--- src/rtl/bank_map_pkg.sv ---
package bank_map_pkg;
  localparam int DATA_W  = 8;
  localparam int ADDR_W  = 16;
  localparam int EXT_N   = 16;
  localparam int VB_N    = 6;
  localparam int PRG_WIN = 4;
  localparam int CHR_WIN = 8;
  localparam int PRG_W   = DATA_W + 4;
  localparam int CHR_W   = 2 * DATA_W;
  localparam int IDX_W   = $clog2(EXT_N);

  localparam int REG_OUTER = 0;
  localparam int REG_SEL0  = 7;
  localparam int REG_SEL1  = 8;
  localparam int REG_SEL2  = 9;
  localparam int REG_TAIL  = 10;
  localparam int REG_SHIFT = 11;
  localparam int REG_VBASE = 12;
  localparam int REG_CTRL  = 13;
  localparam int REG_MIRR  = 14;
  localparam int REG_CMD   = 15;

  localparam logic [ADDR_W-1:0] EXT_BASE = 16'h4100;
  localparam logic [ADDR_W-1:0] ALIAS_VB = 16'h2018;
  localparam logic [ADDR_W-1:0] ALIAS_CT = 16'h201A;

  function automatic logic [DATA_W-1:0] ext_reset_val(input int idx);
    if (idx == REG_SEL2) return 8'h3E;
    if (idx == REG_TAIL) return 8'h3F;
    return '0;
  endfunction

  function automatic logic [DATA_W-1:0] prg_mask(input logic [3:0] sh);
    return 8'h3F >> sh;
  endfunction

  function automatic logic [DATA_W-1:0] chr_wr_mask(input logic nib_only, input logic [3:0] sh);
    return nib_only ? 8'h0F : (8'hFF >> sh);
  endfunction

  function automatic logic [DATA_W-1:0] merge_bits(input logic [DATA_W-1:0] old_v,
                                                   input logic [DATA_W-1:0] new_v,
                                                   input logic [DATA_W-1:0] mask);
    return (old_v & ~mask) | (new_v & mask);
  endfunction

  function automatic logic [PRG_W-1:0] prg_window(input logic [3:0] outer,
                                                  input logic [DATA_W-1:0] sel,
                                                  input logic [DATA_W-1:0] tail,
                                                  input logic [DATA_W-1:0] pm);
    return {outer, merge_bits(tail, sel, pm)};
  endfunction

  function automatic logic [CHR_W-1:0] chr_base(input logic [3:0] lo,
                                                input logic [DATA_W-1:0] vbase,
                                                input logic [4:0] ctl_hi);
    logic [12:0] t;
    t = {lo, 8'h00} | {4'h0, vbase, 1'b0} | {8'h00, ctl_hi};
    return {t, 3'b000};
  endfunction
endpackage

--- src/rtl/bank_regfile.sv ---
module bank_regfile
  import bank_map_pkg::*;
(
  input  logic                          clk,
  input  logic                          rst_n,
  input  logic                          wr_en,
  input  logic [ADDR_W-1:0]             wr_addr,
  input  logic [DATA_W-1:0]             wr_data,
  output logic [EXT_N-1:0][DATA_W-1:0]  ext_q,
  output logic [VB_N-1:0][DATA_W-1:0]   vb_q
);
  logic       hit_ext, hit_alias_vb, hit_alias_ct, in_bank;
  logic       hit_cmd, hit_data, hit_mirror, hit_vb, hit_pb;
  logic [2:0] sel, cmd;
  logic [3:0] pb_idx;
  logic [DATA_W-1:0] vb_mask, pb_mask;

  assign hit_ext      = wr_en && (wr_addr[ADDR_W-1:IDX_W] == EXT_BASE[ADDR_W-1:IDX_W]);
  assign hit_alias_vb = wr_en && (wr_addr == ALIAS_VB);
  assign hit_alias_ct = wr_en && (wr_addr == ALIAS_CT);
  assign in_bank      = wr_en && wr_addr[15] && (wr_addr[14:12] != 3'b111);
  assign sel          = {wr_addr[14:13], wr_addr[0]};
  assign hit_cmd      = in_bank && (sel == 3'b000);
  assign hit_data     = in_bank && (sel == 3'b001);
  assign hit_mirror   = in_bank && (sel == 3'b010);
  assign cmd          = ext_q[REG_CMD][2:0];
  assign hit_vb       = hit_data && (cmd < 3'd6);
  assign hit_pb       = hit_data && (cmd >= 3'd6);
  assign pb_idx       = {1'b0, cmd} + 4'd1;
  assign vb_mask      = chr_wr_mask(ext_q[REG_CTRL][2], ext_q[REG_SHIFT][7:4]);
  assign pb_mask      = prg_mask(ext_q[REG_SHIFT][3:0]);

  always_ff @(posedge clk) begin
    if (!rst_n) begin
      for (int i = 0; i < EXT_N; i++) ext_q[i] <= ext_reset_val(i);
      for (int j = 0; j < VB_N; j++) vb_q[j] <= '0;
    end else if (hit_ext) begin
      ext_q[wr_addr[IDX_W-1:0]] <= wr_data;
    end else if (hit_alias_vb) begin
      ext_q[REG_VBASE] <= wr_data;
    end else if (hit_alias_ct) begin
      ext_q[REG_CTRL] <= wr_data;
    end else if (hit_cmd) begin
      ext_q[REG_CMD] <= wr_data;
    end else if (hit_mirror) begin
      ext_q[REG_MIRR] <= {{(DATA_W-1){1'b0}}, ~wr_data[0]};
    end else if (hit_pb) begin
      ext_q[pb_idx] <= merge_bits(ext_q[pb_idx], wr_data, pb_mask);
    end else if (hit_vb) begin
      vb_q[cmd] <= wr_data & vb_mask;
    end
  end

  AST_EXT_STORE: assert property (@(posedge clk) disable iff (!rst_n)
    hit_ext |=> ext_q[$past(wr_addr[IDX_W-1:0])] == $past(wr_data));
  AST_ALIAS_CTRL: assert property (@(posedge clk) disable iff (!rst_n)
    hit_alias_ct |=> ext_q[REG_CTRL] == $past(wr_data));
  AST_MIRROR_INV: assert property (@(posedge clk) disable iff (!rst_n)
    hit_mirror |=> ext_q[REG_MIRR][0] != $past(wr_data[0]));
  AST_VB_NIBBLE: assert property (@(posedge clk) disable iff (!rst_n)
    (hit_vb && ext_q[REG_CTRL][2]) |=> vb_q[$past(cmd)][7:4] == 4'h0);
  AST_PB_KEEP: assert property (@(posedge clk) disable iff (!rst_n)
    hit_pb |=> ((ext_q[$past(pb_idx)] ^ $past(ext_q[pb_idx])) & ~$past(pb_mask)) == '0);
endmodule

--- src/rtl/prg_window_map.sv ---
module prg_window_map
  import bank_map_pkg::*;
(
  input  logic                     clk,
  input  logic                     rst_n,
  input  logic [3:0]               outer,
  input  logic [DATA_W-1:0]        sel0,
  input  logic [DATA_W-1:0]        sel1,
  input  logic [DATA_W-1:0]        sel2,
  input  logic [DATA_W-1:0]        tail,
  input  logic [3:0]               shift,
  input  logic                     free_tail,
  input  logic                     swap_en,
  output logic [PRG_WIN*PRG_W-1:0] prg_bank_o
);
  logic [DATA_W-1:0] pm;
  logic [PRG_W-1:0]  src [PRG_WIN];

  assign pm     = prg_mask(shift);
  assign src[0] = prg_window(outer, sel0, tail, pm);
  assign src[1] = prg_window(outer, sel1, tail, pm);
  assign src[2] = free_tail ? prg_window(outer, sel2, tail, pm)
                            : prg_window(outer, 8'hFE, tail, pm);
  assign src[3] = free_tail ? {outer, tail}
                            : prg_window(outer, 8'hFF, tail, pm);

  for (genvar w = 0; w < PRG_WIN; w++) begin : g_win
    if ((w % 2) == 0) begin : g_swappable
      assign prg_bank_o[w*PRG_W +: PRG_W] = swap_en ? src[w ^ 2] : src[w];
    end else begin : g_fixed
      assign prg_bank_o[w*PRG_W +: PRG_W] = src[w];
    end
  end

  AST_TAIL_ONES: assert property (@(posedge clk) disable iff (!rst_n)
    !free_tail |-> (prg_bank_o[3*PRG_W +: DATA_W] & pm) == pm);
  AST_OUTER_ALL: assert property (@(posedge clk) disable iff (!rst_n)
    prg_bank_o[PRG_W-1 -: 4] == prg_bank_o[2*PRG_W-1 -: 4]);
endmodule

--- src/rtl/chr_window_map.sv ---
module chr_window_map
  import bank_map_pkg::*;
(
  input  logic                         clk,
  input  logic                         rst_n,
  input  logic [3:0]                   base_lo,
  input  logic [DATA_W-1:0]            vbase,
  input  logic [4:0]                   ctl_hi,
  input  logic                         swap_en,
  input  logic [VB_N-1:0][DATA_W-1:0]  vb,
  output logic [CHR_WIN*CHR_W-1:0]     chr_bank_o
);
  localparam int HALF = CHR_WIN / 2;
  logic [CHR_W-1:0]  cbase;
  logic [DATA_W-1:0] src [CHR_WIN];

  assign cbase = chr_base(base_lo, vbase, ctl_hi);

  for (genvar k = 0; k < CHR_WIN; k++) begin : g_src
    if (k < HALF) begin : g_pair
      assign src[k] = {vb[k/2][DATA_W-1:1], (k % 2) == 1};
    end else begin : g_single
      assign src[k] = vb[k-2];
    end
  end

  for (genvar s = 0; s < CHR_WIN; s++) begin : g_slot
    assign chr_bank_o[s*CHR_W +: CHR_W] =
      cbase | {{(CHR_W-DATA_W){1'b0}}, (swap_en ? src[s ^ HALF] : src[s])};
  end

  AST_PAIR_LOW: assert property (@(posedge clk) disable iff (!rst_n)
    !swap_en |-> chr_bank_o[CHR_W +: CHR_W] == (chr_bank_o[0 +: CHR_W] | 16'h0001));
  AST_PAIR_SWAP: assert property (@(posedge clk) disable iff (!rst_n)
    swap_en |-> chr_bank_o[5*CHR_W +: CHR_W] == (chr_bank_o[4*CHR_W +: CHR_W] | 16'h0001));
endmodule

--- src/rtl/bank_mapper.sv ---
module bank_mapper
  import bank_map_pkg::*;
(
  input  logic                     clk,
  input  logic                     rst_n,
  input  logic                     wr_en,
  input  logic [ADDR_W-1:0]        wr_addr,
  input  logic [DATA_W-1:0]        wr_data,
  output logic [PRG_WIN*PRG_W-1:0] prg_bank_o,
  output logic [CHR_WIN*CHR_W-1:0] chr_bank_o,
  output logic                     mirror_o
);
  logic [EXT_N-1:0][DATA_W-1:0] ext_q;
  logic [VB_N-1:0][DATA_W-1:0]  vb_q;
  logic prg_swap, chr_swap, unused_bits;

  bank_regfile u_regs (
    .clk(clk), .rst_n(rst_n), .wr_en(wr_en), .wr_addr(wr_addr),
    .wr_data(wr_data), .ext_q(ext_q), .vb_q(vb_q)
  );

  assign prg_swap = ext_q[REG_CTRL][0] & ext_q[REG_CMD][6];
  assign chr_swap = ext_q[REG_CMD][7];

  prg_window_map u_prg (
    .clk(clk), .rst_n(rst_n),
    .outer(ext_q[REG_OUTER][7:4]),
    .sel0(ext_q[REG_SEL0]), .sel1(ext_q[REG_SEL1]), .sel2(ext_q[REG_SEL2]),
    .tail(ext_q[REG_TAIL]), .shift(ext_q[REG_SHIFT][3:0]),
    .free_tail(ext_q[REG_CTRL][1]), .swap_en(prg_swap),
    .prg_bank_o(prg_bank_o)
  );

  chr_window_map u_chr (
    .clk(clk), .rst_n(rst_n),
    .base_lo(ext_q[REG_OUTER][3:0]), .vbase(ext_q[REG_VBASE]),
    .ctl_hi(ext_q[REG_CTRL][7:3]), .swap_en(chr_swap),
    .vb(vb_q), .chr_bank_o(chr_bank_o)
  );

  assign mirror_o = ext_q[REG_MIRR][0];

  assign unused_bits = ^{ext_q[1], ext_q[2], ext_q[3], ext_q[4], ext_q[5], ext_q[6],
                         ext_q[REG_SHIFT][7:4], ext_q[REG_CTRL][2],
                         ext_q[REG_MIRR][7:1], ext_q[REG_CMD][5:0]};

  AST_NEXT_CYCLE: assert property (@(posedge clk) disable iff (!rst_n)
    (wr_en && wr_addr == EXT_BASE) |=> prg_bank_o[PRG_W-1 -: 4] == $past(wr_data[7:4]));
endmodule

--- config.mk ---
export PLATFORM = sky130hd
export DESIGN_NAME = bank_mapper
export DESIGN_NICKNAME = d
export VERILOG_FILES = /design/src/rtl/bank_map_pkg.sv /design/src/rtl/bank_regfile.sv /design/src/rtl/prg_window_map.sv /design/src/rtl/chr_window_map.sv /design/src/rtl/bank_mapper.sv
export SDC_FILE = /design/constraint.sdc
export NUM_CORES = 1
export LEC_CHECK = 0
export ABC_AREA = 0
export BUFFER_PORTS_ARGS = -buffer_cell sky130_fd_sc_hd__clkbuf_2
export CAP_MARGIN = 10
export CORE_ASPECT_RATIO = 0.5
export CORE_MARGIN = 5
export CORE_UTILIZATION = 35
export CTS_CLUSTER_DIAMETER = 200
export DETAILED_ROUTE_END_ITERATION = 7
export PLACE_DENSITY = 0.53
export SLEW_MARGIN = 20
export SYNTH_ARGS = -nofsm -noshare
export SYNTH_HDL_FRONTEND = slang
export SYNTH_HIERARCHICAL = 1
export SYNTH_SLANG_ARGS = --single-unit
--- constraint.sdc ---
create_clock -name clk -period 4.3 [get_ports clk]
set_input_delay 0.43 -clock clk [delete_from_list [all_inputs] [get_ports clk]]
set_output_delay 0.43 -clock clk [all_outputs]
set_load 0.05 [all_outputs]
==> flow_metrics.tcl <==
set metrics [dict create \
    p_leak_nw 4.918 \
    fin_crit_ns 3.874 \
    switching_power_w 0.0009169 \
    p_per_area_mw_per_mm2 269.4 \
    worstHoldStart "wr_data[0]" \
    io_pins 204 \
    finalNetCount 1470 \
    relSlewSlack_pct 27.88 \
    numPortBuffers 195 \
    fmax_mhz 258.2 \
    met3_usage_pct 6.825 \
    multi_input_area_mm2 0.006528 \
    r2r-start "u_regs/ext_q[121]" \
    first_global_vias 10609 \
    clk_latency_ns 0.46 \
    vias 11223 \
    grt_usage_pct 23.61 \
    clk_pin_slew_ns 0.08 \
    gp_congestion 0.9363 \
    synth.avg_cell_area_um2 8.271 \
    placement.cell_area_mm2 0.01193 \
    numCtsBuffers 17 \
    critPathMaxFanout 16 \
    rows 46 \
    cp-end-kind "flop" \
    combPwrFrac_pct 8.0 \
    hold_path_class "input pin to flop" \
    hold_path_depth 3 \
    antenna_found_initial 1 \
    dp_hpwl_mm 32.36 \
    grtUsageMet2_pct 35.07 \
    grt_first_pass_wirelength_mm 67.62 \
    rsz0062_at_grt "false" \
    path_buf_inv 2 \
    diodes 0 \
    die_height_um 138.2 \
    setup_viol 0 \
    fin_hold_ws_ns 0.4130 \
    pre_cts_ws_ns 0.4791 \
    cts_resized 0 \
    timing.rr.end "u_regs/ext_q[76]" \
    seq_area_mm2 0.003525 \
    crit_path_start_kind "flop" \
    netlist_area_mm2 0.01150 \
    fillers 3311 \
    yosys_warnings 6 \
    design_area_mm2 0.01248 \
    post_cts_buffers 0 \
    route.detailed.drc 0 \
    finalWorstSetupSlack_ns 0.4264 \
    status "complete, no violations" \
    cp_data_required_time_ns 4.46 \
    use_met1_pct 32.94 \
    clock_sinks 169 \
    r2r_slack_ns 0.43 \
    pwr-share-seq_pct 47.6 \
    max_stage_delay_ns 0.72 \
    routedWlPerCell_um 24.04 \
    min_to "u_regs/ext_q[104]" \
    worst_pin_slew_ns 1.078 \
    p_clk_share_pct 44.4 \
    avgViaCountPerCell 5.960 \
    cpMostUsedCell "o21ai_0" \
    hold_viol 0 \
    root_buffer "clkbuf_16" \
    finalCoreUtilization_pct 38.92 \
    reg2reg_depth 9 \
    syn_inst 1391 \
    worstSetupPathType "flop to flop" \
    finalMaxSlewViolations 0 \
    switching_share_pct 27.27 \
    fin_crit_sh_pct 90.08 \
    final_common_cell "clkbuf_2" \
    core_mm2 0.03206 \
    most-common-layout-cells "195 x clkbuf_2, 154 x dfxtp_1, 122 x nand2_1, 122 x nor2_1, 93 x o21ai_0" \
    drt_pre_antenna_iters 6 \
    drive_above_1_share_pct 22.26 \
    hold_buffers 0 \
    fp.dieW_um 266.4 \
    initial_core_util_pct 35.89 \
    busiest_layer "met2" \
    cts_max_path_buffers 2 \
    ant_nets 0 \
    path_cells "inv_1, ha_2, buf_4, mux4_1, nand2_1, o21ai_0, or3_1, o21ai_0, o211ai_1" \
    worst_clock_skew_ns 0.01251 \
    syn_to_final_growth_pct 8.461 \
    crit_path_top_delay_cell "ha_2" \
    htreeDepth 4 \
    power.internal_w 0.002445 \
    routed_wl_mm 45.27 \
    peakVddDrop_uv 252.3 \
    grt_max_degree 86 \
    maxCapViolations 0 \
    die_area_mm2 0.03682 \
    crit_family "simple AND/OR/NAND/NOR gates" \
    cts_tree "yes" \
    overflow 0 \
    finalSetupTns_ns 0 \
    drtIter0Drc 1428 \
    crit_arrival_ns 4.03 \
]
[worst max path at each step]
stage	from	endpoint	depth (start not counted)
2_1_floorplan	u_regs/ext_q[120]	u_regs/ext_q[82]	14
3_3_place_gp	u_regs/ext_q[121]	u_regs/ext_q[76]	9
3_5_place_dp	u_regs/ext_q[121]	u_regs/ext_q[76]	9
4_1_cts	u_regs/ext_q[121]	u_regs/ext_q[76]	9
5_1_grt	u_regs/ext_q[121]	u_regs/ext_q[84]	9
6_report	u_regs/ext_q[121]	u_regs/ext_q[76]	9
[sequential cells by signal, summed over array words and instances, names as in the netlist]
register,cells
u_regs/vb_q,46
u_regs/ext_q,123
[cell type report]
cell class | count | share of cell area (%)
flip-flops and latches | 169 | 28.25
well taps | 432 | 4.332
inverters | 41 | 1.233
clock buffers | 18 | 3.439
multi-input cells | 987 | 52.31
repair buffers | 222 | 9.446
clock inverters | 14 | 0.9927
[power by group through the flow]
stage	logic (W)	clock network, W	registers, W
floorplan	0.000192	0	0.00163
global route	0.000279	0.00159	0.00160
detailed placement	0.000259	0	0.00164
finish	0.000269	0.00149	0.00160
global placement	0.000257	0	0.00164
CTS	0.000260	0.00152	0.00160
[through the flow]
step           instances  total power [W]
3_5_place_dp        1851         0.001896
2_1_floorplan       1398         0.001822
6_report            1883         0.003362
5_1_grt             1883         0.003467
3_3_place_gp        1851         0.001893
4_1_cts             1883         0.003376
[tightest hold or removal path, delay by kind of cell]
family | cells | cell delay [ns]
AND/OR/NAND/NOR | 1 | 0.10
buffers and inverters | 1 | 0.21
AO/OA/AOI/OAI | 1 | 0.08
[layer usage]
metal  part of all wire (%)  vias to the layer above  wire length, um
li1                       -                     5067                -
met1                     43                     5425            19540
met2                     42                      648            19240
met3                     11                       83             5121
met4                    3.0                        0             1370
met5                      0                        -                0
Note: power is estimated with default switching activity, not from simulation.
